--- config.mk ---
export PLATFORM = sky130hd
export DESIGN_NAME = link_rate_switch
export DESIGN_NICKNAME = d
export VERILOG_FILES = /design/src/rtl/link_rate_switch.sv
export SDC_FILE = /design/constraint.sdc
export NUM_CORES = 1
export LEC_CHECK = 0
export ABC_AREA = 1
export BUFFER_PORTS_ARGS = -buffer_cell sky130_fd_sc_hd__buf_4
export CORE_UTILIZATION = 40
export DETAILED_ROUTE_END_ITERATION = 6
export MAX_ROUTING_LAYER = met4
export SLEW_MARGIN = 20
export SYNTH_ARGS = -nofsm -noshare
export SYNTH_HDL_FRONTEND = slang
export SYNTH_SLANG_ARGS = --single-unit
--- constraint.sdc ---
create_clock -name clk -period 2 [get_ports clk]
set_input_delay 0.4 -clock clk [delete_from_list [all_inputs] [get_ports clk]]
set_output_delay 0.4 -clock clk [all_outputs]
set_load 0.01 [all_outputs]
--- src/rtl/link_rate_switch.sv ---
module link_rate_switch #(
  parameter int TMO_W = 16
) (
  input  logic             clk,
  input  logic             rst_n,
  input  logic             rate_req,
  input  logic [TMO_W-1:0] tmo_limit,
  input  logic             tx_ack,
  input  logic             rx_ack,
  output logic             tx_bypass,
  output logic             rx_chg_req,
  output logic             rx_rate,
  output logic             sw_done,
  output logic             sw_busy,
  output logic             cur_rate,
  output logic             tmo_err
);

  localparam logic [TMO_W-1:0] CNT_MAX = '1;

  logic             tgt;
  logic             tx_seen, rx_seen;
  logic [TMO_W-1:0] cnt;

  wire tx_ok  = tx_seen | tx_ack;
  wire rx_ok  = rx_seen | rx_ack;
  wire finish = sw_busy & tx_ok & rx_ok;
  wire start  = ~sw_busy & (rate_req ^ cur_rate);

  wire [TMO_W:0] cnt_nx = {1'b0, cnt} + 1'b1;
  wire expire = sw_busy & ~finish & (tmo_limit != '0) &
                (cnt_nx == {1'b0, tmo_limit});

  always_ff @(posedge clk or negedge rst_n) begin
    if (!rst_n) begin
      sw_busy  <= 1'b0;
      sw_done  <= 1'b0;
      cur_rate <= 1'b0;
      tgt      <= 1'b0;
      tx_seen  <= 1'b0;
      rx_seen  <= 1'b0;
      cnt      <= '0;
      tmo_err  <= 1'b0;
    end else begin
      sw_done <= finish;
      if (start) begin
        sw_busy <= 1'b1;
        tgt     <= rate_req;
        tx_seen <= 1'b0;
        rx_seen <= 1'b0;
        cnt     <= '0;
        tmo_err <= 1'b0;
      end else if (finish) begin
        sw_busy  <= 1'b0;
        cur_rate <= tgt;
      end else if (sw_busy) begin
        tx_seen <= tx_ok;
        rx_seen <= rx_ok;
        if (cnt != CNT_MAX) cnt <= cnt + 1'b1;
        if (expire) tmo_err <= 1'b1;
      end
    end
  end

  assign tx_bypass  = tgt;
  assign rx_rate    = tgt;
  assign rx_chg_req = sw_busy;

endmodule

---- After elaboration in Yosys (flattened, before gate mapping) ----
Index checks and enable logic that the tools add are counted.
word-level totals
  register bits ........................... 23
  bits of input ports ..................... 21
  output and inout bits ................... 7
  word-level logic and storage cells ...... 50
operators by class
  $add $sub $neg .......................... 2
  equality and inequality tests ........... 3
  mux-type cells .......................... 16
  bitwise logic cells ..................... 12
  reduce and logical (&&, ||, !) cells .... 9
operator list
  cell                     count
  $mux W16                 4
  $add A16 B1 Y17 const B  1
  $eq A17 B16 Y1           1
  $add A16 B1 Y16 const B  1
  $ne A16 B16 Y1 const B   1
  $reduce_bool A16 Y1      1
  $mux W1                  12
  $reduce_bool A2 Y1       4
  $and A1 B1 Y1            6
  $reduce_and A3 Y1        2
  $reduce_and A2 Y1        2
  $not A1 Y1               3
  $ne A2 B1 Y1 const B     1
  $or A1 B1 Y1             2
  $xor A1 B1 Y1            1

---- Longest topological paths before layout ----
Gate-level depths: netlist of the first run.
  depth in word-level cells ............... 11
  gate-level depth with buffers ........... 13
  mapped depth without buffers ............ 13

---- Worst setup path before layout of the first run ----
OpenSTA, ideal clock, no wires.
  kind .................................... flip-flop to flip-flop
  start point ............................. reg cnt[0]
  end point ............................... reg cnt[6]
  library setup time ...................... 80 ps
  arrival time ............................ 1560 ps
  data required time ...................... 1920 ps
  setup slack ............................. 360 ps
  stages on the path, launching flop included .. 11
  buffers on the path ..................... 1
  clock period less this slack ............ 1640 ps
  cells stage by stage .................... dfrtp_1 -> ha_1 -> nand2_2 -> nor2_4 -> nand2_4 -> nor2_4 -> nand4_2 -> nand2_4 -> nand2_4 -> buf_6 -> o22ai_2
on the way
  longest elaborated chain between the ends .. 5
  elaborated cells between the ends (all ways) .. 8
  those cells by class .................... add/sub (1); eq/ne (1); mux (4); reduce/logical (2)
RTL lines
  what                    RTL line  RTL
  start, declared         23        logic [TMO_W-1:0] cnt;
  start signal, assigned  59        if (cnt != CNT_MAX) cnt <= cnt + 1'b1;
  $add A16 B1 Y16         59
  $mux W16                59
  $mux W16                56        end else if (sw_busy) begin
  $mux W16                53        end else if (finish) begin
  $mux W16                46        if (start) begin
Parallel ways exist; a longest one is shown, timed or not. The select of a mux whose other input is x is not followed.
A chain may end at the register's enable or synchronous reset.

---- Worst setup path in the final report of the first run ----
  start point ............................. reg cnt[1]
  end point ............................... reg cnt[11]
The elaborated chain is that of the path after synthesis.

==> results of run 1 <==
## registers in the layout, indices dropped and copies added (netlist names)
signal	flops
cur_rate	1
rx_rate	1
rx_seen	1
tmo_err	1
cnt	16
rx_chg_req	1
sw_done	1
tx_seen	1
## final timing paths
kind	start	endpoint	slack (ns)	depth (start not counted)
setup / recovery	cnt[1]	cnt[11]	0.16	9
hold reg to reg	rx_seen	rx_seen	0.50	2
min in group clk	rx_ack	rx_seen	0.44	3
hold / removal	rst_n	cnt[13]	0.01	1
setup reg to reg	cnt[1]	cnt[11]	0.16	9
max in group asynchronous	rst_n	cnt[0]	1.73	1
## stage by stage
stage	hold slack (ns)	power [mW]	TNS (ns)	instances	util (%)
3_3_place_gp	0.321	2.19	0	344	47.8
5_1_grt	0.0335	2.80	-0.0162	353	50.3
6_report	0.0121	2.58	0	353	50.3
3_5_place_dp	0.326	2.19	0	344	47.8
2_1_floorplan	0.104	1.85	0	266	-
4_1_cts	0.0250	2.50	0	348	48.9
## where the power goes
part	internal [mW]	switching, mW	total (mW)
clock	0.140	0.161	0.301
sequential	0.650	0.219	0.869
combinational	0.583	0.826	1.41
total	1.37	1.21	2.58
## cell usage after synthesis
| master | instances |
|---|---|
| inv_2 | 3 |
| nand4_2 | 1 |
| a21oi_2 | 1 |
| ha_1 | 1 |
| a32o_1 | 1 |
| o22ai_1 | 5 |
| o21ai_0 | 7 |
| or2_2 | 1 |
| nor2_1 | 21 |
| nand3_1 | 41 |
| nor2_4 | 6 |
| or2_0 | 1 |
| nor4_1 | 2 |
| dfrtp_1 | 23 |
| nand2_4 | 3 |
| xnor2_1 | 1 |
| inv_1 | 36 |
| o22ai_2 | 10 |
| nand3b_1 | 3 |
| xor2_1 | 2 |
| nand4_1 | 10 |
| nor2_2 | 1 |
| buf_6 | 2 |
| a21oi_1 | 1 |
| buf_4 | 2 |
| nand2_1 | 76 |
| nand2_2 | 5 |
## cell type report
| class | instances | area, um2 |
|---|---|---|
| fillers | 443 | 2180 |
| multi-input cells | 200 | 1110 |
| flip-flops and latches | 23 | 576 |
| repair buffers | 35 | 263 |
| inverters | 39 | 146 |
| well taps | 52 | 65.1 |
| clock buffers | 3 | 41.3 |
| clock inverters | 1 | 5.00 |
## cell families after synthesis
| group | after synthesis | synth area share, % |
|---|---|---|
| fa+ha+maj | 1 | 0.678 |
| buf+inv | 43 | 9.97 |
| xor+xnor | 3 | 1.42 |
| compound gates | 25 | 11.7 |
| simple gates | 171 | 45.0 |
| flops | 23 | 31.2 |
## worst max-delay path, delay by kind of cell (launching register included)
family / cells / cell delay [ns]
flip-flops: 1 / 0.40
AND/OR/NAND/NOR: 6 / 0.78
AO/OA/AOI/OAI: 1 / 0.10
adder cells (fa/ha/maj): 1 / 0.22
buffers and inverters: 1 / 0.21
## timing repair
item	4_1_cts	5_1_grt
setup buffers	0	5
gates resized for setup	0	7
endpoints found under the setup margin	0	7
## routing by layer
layer	wire [um]	vias to the layer above
met5	0	-
met4	47	0
met3	143	5
met2	2100	30
met1	2250	806
li1	-	948
==> flow_metrics.env, run 1 <==
export IMPL_maxCapViolations=0
export IMPL_die_y_um=69.9
export IMPL_final_cell_mix="76 x nand2_1, 40 x nand3_1, 36 x inv_1, 35 x buf_4, 23 x dfrtp_1"
export IMPL_leakage_nw=1.03
export IMPL_busiest_layer="met2"
export IMPL_wl_per_cell_um=12.9
export IMPL_syn_nets=288
export IMPL_crit_fanout=9
export IMPL_grtUsageTotal_pct=20.7
export IMPL_syn_inst=266
export IMPL_yosysSeqAreaShare_pct=31.2
export IMPL_power_density_mw_per_mm2=1170
export IMPL_antenna_left=0
export IMPL_finalClockSkew_ns=0.00828
export IMPL_yosys_warnings=0
export IMPL_drc_errors=0
export IMPL_cts_inserted_buffers=3
export IMPL_end_kind="register"
export IMPL_clock_latency_ns=0.27
export IMPL_cts_tree="yes"
export IMPL_worst_pin_slew_ns=0.353
export IMPL_post_route_min_period_ns=1.84
export IMPL_dieWidth_um=69.9
export IMPL_clockRootBuffer="clkbuf_8"
export IMPL_hold_path_class="input port to asynchronous set/reset pin"
export IMPL_first_pass_iters=4
export IMPL_gr_usage_met3_pct=2.45
export IMPL_placed_area_mm2=0.00210
export IMPL_slowest_delay_ns=0.40
export IMPL_synth_top_area_share_pct=31.2
export IMPL_area_delta_synth_final_pct=19.7
export IMPL_rsz0062_at_grt="true"
export IMPL_fin_ws_ns=0.157
export IMPL_cp_arrival_ns=2.00
export IMPL_fp_coreArea_mm2=0.00438
export IMPL_hold_violations=0
export IMPL_fin_area_mm2=0.00221
export IMPL_synth_area_per_cell_um2=6.93
export IMPL_cts_hold_buf=0
export IMPL_start_util_pct=42.1
export IMPL_clock_sinks=23
export IMPL_antenna_found_initial=0
export IMPL_clk_pin_slew_worst_paths_ns=0.09
export IMPL_grt_pass1_vias=1693
export IMPL_grt_overflow=0
export IMPL_use_met1_pct=27.9
export IMPL_fin_crit_sh_pct=92.2
export IMPL_hpwlAfterDp_um=3620
export IMPL_port_buffers=27
export IMPL_cp_slowest_cell="dfrtp_1"
export IMPL_status="completed"
export IMPL_start_kind="register"
export IMPL_max_freq_mhz=542
export IMPL_slew_headroom_pct=76.4
export IMPL_num_rows=24
export IMPL_layout_commonest_cell="nand2_1"
export IMPL_num_vias=1789
export IMPL_io_pin_count=28
export IMPL_cts_path_max_buffers=2
export IMPL_ir_drop_mv=0.645
export IMPL_finalSetupViolations=0
export IMPL_grt_use_met2_pct=32.9
export IMPL_worstSetupPathType="register to register"
export IMPL_place_ws_ns=0.109
export IMPL_crit_required_ns=2.15
export IMPL_synthTopCellsByArea="dfrtp_1 31%, nand2_1 15%, nand3_1 11%, inv_1 7.3%, o22ai_2 6.8%"
export IMPL_synth_cell_area_mm2=0.00184
export IMPL_drv_slew=0
export IMPL_drive_gt1_share_pct=25.2
export IMPL_synth_area_leader_cell="dfrtp_1"
export IMPL_synth_cell_types=27
export IMPL_nets=324
export IMPL_grt_pass1_wl_um=7780
export IMPL_grt_max_degree=24
export IMPL_cts_max_level=1
export IMPL_path_cells="ha_2 > nand2_2 > nor2_4 > nand2_4 > nor2_4 > nand4_2 > nand2_4 > buf_4 > o22ai_1"
export IMPL_place_gp_congestion=0.845
export IMPL_wirelength_um=4540
export IMPL_die_area_mm2=0.00489
export IMPL_num_antenna_cells=0
export IMPL_viasPerCell=5.07
export IMPL_ys_ff_latch=23
export IMPL_drtIter0Drc=88
Note: power is estimated with default switching activity, not from simulation.
==> run 2: changes to the inputs <==
Settings changed: BUFFER_PORTS_ARGS -buffer_cell sky130_fd_sc_hd__buf_4 to unset, DONT_BUFFER_PORTS set to 1.
==> run 2 against run 1 <==
Global-route usage increased by 0.83 points. Sequential power increased by 0.8%. Setup slack got worse by 0.0051 ns. First-iteration DRC count decreased by 10%. Critical endpoint is now cnt[1]. Largest power group unchanged. Highest routed layer unchanged.
==> flow_metrics.env, run 2 (synthesis results as in run 1) <==
export IMPL_status="completed"
export IMPL_crit_required_ns=2.21
export IMPL_first_pass_iters=4
export IMPL_hpwlAfterDp_um=3680
export IMPL_dieWidth_um=69.9
export IMPL_cp_slowest_cell="dfrtp_1"
export IMPL_leakage_nw=0.920
export IMPL_grt_pass1_wl_um=8170
export IMPL_die_y_um=69.9
export IMPL_cts_path_max_buffers=2
export IMPL_end_kind="register"
export IMPL_wirelength_um=4710
export IMPL_power_density_mw_per_mm2=1220
export IMPL_fin_area_mm2=0.00203
export IMPL_cts_tree="yes"
export IMPL_area_delta_synth_final_pct=10.2
export IMPL_largest_register_ffs=16
export IMPL_hold_violations=0
export IMPL_slowest_delay_ns=0.38
export IMPL_nets=300
export IMPL_drc_errors=0
export IMPL_maxCapViolations=0
export IMPL_port_buffers=0
export IMPL_clk_pin_slew_worst_paths_ns=0.09
export IMPL_ir_drop_mv=0.445
export IMPL_final_cell_mix="76 x nand2_1, 41 x nand3_1, 36 x inv_1, 23 x dfrtp_1, 18 x nor2_1"
export IMPL_cts_inserted_buffers=3
export IMPL_grt_overflow=0
export IMPL_worstSetupPathType="register to register"
export IMPL_cts_max_level=1
export IMPL_clockRootBuffer="clkbuf_8"
export IMPL_post_route_min_period_ns=1.85
export IMPL_start_kind="register"
export IMPL_placed_area_mm2=0.00189
export IMPL_max_flop_register="cnt"
export IMPL_drv_slew=0
export IMPL_power_mw=2.48
export IMPL_path_cells="ha_1 > nand2_2 > nor2_4 > nand2_4 > nor2_4 > nand4_2 > nand2_4 > buf_4 > nand3_1 > nand2_1"
export IMPL_startpoint="cnt[1]"
export IMPL_holdPathStages=2
export IMPL_viasPerCell=5.37
export IMPL_worstReg2RegEnd="cnt[1]"
export IMPL_hold_path_end="rx_seen"
export IMPL_num_vias=1767
export IMPL_fin_crit_sh_pct=92.4
export IMPL_max_freq_mhz=541
export IMPL_finalSetupViolations=0
export IMPL_antenna_left=0
export IMPL_crit_fanout=10
export IMPL_wl_per_cell_um=14.3
export IMPL_drtIter0Drc=79
export IMPL_num_rows=24
export IMPL_r2r_slack_ns=0.15
export IMPL_grt_max_degree=24
export IMPL_grtUsageTotal_pct=21.5
export IMPL_antenna_found_initial=0
export IMPL_drive_gt1_share_pct=17.3
export IMPL_io_pin_count=28
export IMPL_clock_latency_ns=0.27
export IMPL_hold_start="rx_ack"
export IMPL_hold_path_class="input port to register"
export IMPL_start_util_pct=42.1
export IMPL_layout_commonest_cell="nand2_1"
export IMPL_rr_worst_depth=10
export IMPL_n_fill_cell=444
export IMPL_slew_headroom_pct=75.5
export IMPL_reg2reg_from="cnt[1]"
export IMPL_cp_arrival_ns=2.06
export IMPL_grt_pass1_vias=1757
export IMPL_die_area_mm2=0.00489
export IMPL_finalClockSkew_ns=0.00486
export IMPL_fp_coreArea_mm2=0.00438
export IMPL_worst_pin_slew_ns=0.366
export IMPL_place_gp_congestion=0.880
export IMPL_clock_sinks=23
export IMPL_num_antenna_cells=0
run 2: cell types whose count changed in the layout (fill, tap and decap cells not counted):
cell and change:
buf_4 -26, buf_12 +1, dlygate4sd3_1 +1, ha_1 +1, ha_2 -1, nand3_1 +1
nand3_2 -1, nor2_1 +1, nor2_2 -1
run 2: area by class of cell:
| cell class | count | area [um2] | share of cell area (%) |
|---|---|---|---|
| clock buffer | 3 | 41.3 | 2.03 |
| multi-input combinational | 200 | 1100 | 54.2 |
| inverter | 39 | 146 | 7.20 |
| tap | 52 | 65.1 | 3.20 |
| timing repair buffer | 11 | 97.6 | 4.80 |
| clock inverter | 1 | 5.00 | 0.246 |
| sequential | 23 | 576 | 28.3 |
run 2: what timing repair did:
action,4_1_cts,5_1_grt
hold endpoints to repair,23,0
buffers inserted,0,6
resized for setup,0,4
hold buffers,2,0
endpoints found under the setup margin,0,11
run 2: how the worst max path moves through the flow:
stage | to | slack (ns) | cells after the start
6_report | cnt[1] | 0.15 | 10
5_1_grt | cnt[0] | -0.02 | 10
4_1_cts | cnt[0] | 0.09 | 10
3_5_place_dp | cnt[0] | 0.11 | 10
3_3_place_gp | tmo_err | 0.22 | 11
2_1_floorplan | cnt[6] | 0.36 | 10
run 2: where the power goes:
group	internal (mW)	total [mW]	switching, mW
Combinational	0.492	1.30	0.811
Clock	0.139	0.299	0.160
Sequential	0.650	0.876	0.226
Total	1.28	2.48	1.20
run 2: stage by stage:
stage / setup WS, ns / instances / setup TNS, ns / util (%) / hold WS, ns
floorplan: 0.360 / 266 / 0 / - / 0.104
global route: -0.0182 / 329 / -0.0182 / 46.3 / 0.383
finish: 0.151 / 329 / 0 / 46.3 / 0.386
CTS: 0.0851 / 323 / 0 / 44.9 / 0.383
detailed placement: 0.107 / 317 / 0 / 43.2 / 0.105
global placement: 0.220 / 317 / 0 / 43.2 / 0.105
run 2: critical path: cells and delay by family (launching register included):
family	cells	cell delay (ns)
simple gates	8	0.96
buf+inv	1	0.24
flops	1	0.38
fa+ha+maj	1	0.21
run 2: metal layers:
layer	part of all wire, %	up-vias	GRT usage [%]
li1	-	896	-
met1	48	837	28.8
met2	47	28	34.8
met3	3.6	6	2.31
met4	1.1	0	5.78
met5	0	-	-
==> run 3: changes to the inputs <==
Settings changed: MAX_ROUTING_LAYER met4 to unset.
==> run 3 against run 2 <==
Clock power about the same. Setup slack worse by 0.0058 ns. Clock-buffer cell count is the same. Clock skew increased by 0.00098 ns. Routed wire length grew 0.30%. Die area unchanged. Via count up 0.23%. Largest cell class unchanged. Final cell count stayed put.
==> flow_metrics.env, run 3 (synthesis results as in run 1) <==
export IMPL_m1WireLength_um=2210
export IMPL_die_area_mm2=0.00489
export IMPL_cts_path_max_buffers=2
export IMPL_post_route_min_period_ns=1.85
export IMPL_drtIter0Drc=74
export IMPL_num_rows=24
export IMPL_area_delta_synth_final_pct=10.2
export IMPL_p_sw_mw=1.20
export IMPL_max_flop_register="cnt"
export IMPL_maxCapViolations=0
export IMPL_slew_headroom_pct=75.6
export IMPL_fp_coreArea_mm2=0.00438
export IMPL_clock_latency_ns=0.27
export IMPL_slowest_delay_ns=0.38
export IMPL_power_frac_comb_pct=52.6
export IMPL_num_vias=1771
export IMPL_fin_util_pct=46.3
export IMPL_end_kind="register"
export IMPL_top_layer="met4"
export IMPL_ir_drop_mv=0.446
export IMPL_clk_pin_slew_worst_paths_ns=0.09
export IMPL_hold_ws_ns=0.383
export IMPL_cts_max_level=1
export IMPL_cts_inserted_buffers=3
export IMPL_finalSetupViolations=0
export IMPL_dieWidth_um=69.9
export IMPL_worst_pin_slew_ns=0.365
export IMPL_seqPwrFrac_pct=35.3
export IMPL_wl_met3_um=214
export IMPL_drv_slew=0
export IMPL_grt_max_degree=24
export IMPL_nets=300
export IMPL_power_density_mw_per_mm2=1220
export IMPL_finalClockSkew_ns=0.00584
export IMPL_largest_register_ffs=16
export IMPL_grtUsageTotal_pct=21.0
export IMPL_crit_required_ns=2.14
export IMPL_cp_arrival_ns=2.00
export IMPL_power_mw=2.48
export IMPL_io_pin_count=28
export IMPL_start_util_pct=42.1
export IMPL_die_y_um=69.9
export IMPL_p_clk_share_pct=12.1
export IMPL_status="completed"
export IMPL_crit_fanout=16
export IMPL_leakage_nw=0.920
export IMPL_fin_crit_sh_pct=92.7
export IMPL_fin_area_mm2=0.00203
export IMPL_grt_pass1_wl_um=8180
export IMPL_clock_sinks=23
export IMPL_antenna_left=0
export IMPL_cp_slowest_cell="dfrtp_1"
export IMPL_grt_pass1_vias=1749
export IMPL_port_buffers=0
export IMPL_final_cell_mix="76 x nand2_1, 41 x nand3_1, 36 x inv_1, 23 x dfrtp_1, 18 x nor2_1"
export IMPL_layout_commonest_cell="nand2_1"
export IMPL_clockRootBuffer="clkbuf_8"
export IMPL_wirelength_um=4730
export IMPL_start_kind="register"
export IMPL_viasPerCell=5.38
export IMPL_placed_area_mm2=0.00189
export IMPL_max_freq_mhz=539
export IMPL_num_antenna_cells=0
export IMPL_swShare_pct=48.3
export IMPL_grt_overflow=0
export IMPL_path_cells="ha_1 > nand2_2 > nor2_4 > nand2_4 > nor2_4 > nand4_2 > nand2_4 > nand2_8 > nand3_1 > o21ai_0"
export IMPL_p_int_mw=1.28
export IMPL_drive_gt1_share_pct=17.3
export IMPL_hold_violations=0
export IMPL_n_fill_cell=444
export IMPL_place_gp_congestion=0.866
export IMPL_hpwlAfterDp_um=3680
export IMPL_wl_per_cell_um=14.4
export IMPL_hold_path_class="input port to register"
export IMPL_worstSetupPathType="register to register"
export IMPL_antenna_found_initial=0
export IMPL_cts_tree="yes"
export IMPL_met2_length_um=2240
export IMPL_first_pass_iters=4
export IMPL_drc_errors=0
## run 3: cell counts in the layout (fill, tap and decap cells not counted)
No cell type changed its count.
## run 3: worst max-delay path: cells and delay by family, from the launching register on
family,cells,cell delay (ns)
AOI/OAI and AO/OA,1,0.10
and+or+nand+nor,8,1.04
adders and majority gates,1,0.21
DFF,1,0.38
## run 3: area by class of cell
class                           count  area, um2  share of cell area [%]
Clock buffer                        3       41.3                    2.03
Multi-Input combinational cell    200       1100                    54.2
Timing Repair Buffer               11       97.6                    4.80
Sequential cell                    23        576                    28.3
Inverter                           39        146                    7.20
Tap cell                           52       65.1                    3.20
Clock inverter                      1       5.00                   0.246
## run 3: repair_timing
action	4_1_cts	5_1_grt
hold buffers	2	0
setup endpoints to repair	0	13
setup buffers	0	6
hold endpoints to repair	23	0
resized for setup	0	4
## run 3: stage by stage
step | setup TNS, ns | worst slack (ns) | cells
6_report | 0 | 0.146 | 329
5_1_grt | -0.0185 | -0.0185 | 329
4_1_cts | 0 | 0.0851 | 323
3_5_place_dp | 0 | 0.107 | 317
3_3_place_gp | 0 | 0.220 | 317
2_1_floorplan | 0 | 0.360 | 266
## run 3: worst paths after layout
check / startpoint / end / slack [ns] / cells past startpoint
worst max-delay path: cnt[1] / cnt[0] / 0.15 / 10
worst min-delay path: rx_ack / rx_seen / 0.38 / 2
worst max register to register: cnt[1] / cnt[0] / 0.15 / 10
worst min register to register: rx_seen / rx_seen / 0.51 / 2
max in group asynchronous: rst_n / tmo_err / 1.29 / 2
min in group asynchronous: rst_n / cnt[11] / 0.55 / 2
## run 3: routing by layer
layer	global-route usage (%)	vias up
met5	0	-
met4	5.78	0
met3	2.31	6
met2	34.8	34
met1	28.9	836
li1	-	895
## run 3: power groups by stage
stage | Combinational, mW | Sequential, mW | Clock [mW]
2_1_floorplan | 1.00 | 0.845 | 0
3_3_place_gp | 1.18 | 0.883 | 0
3_5_place_dp | 1.19 | 0.886 | 0
4_1_cts | 1.21 | 0.876 | 0.310
5_1_grt | 1.46 | 0.910 | 0.330
6_report | 1.30 | 0.876 | 0.299
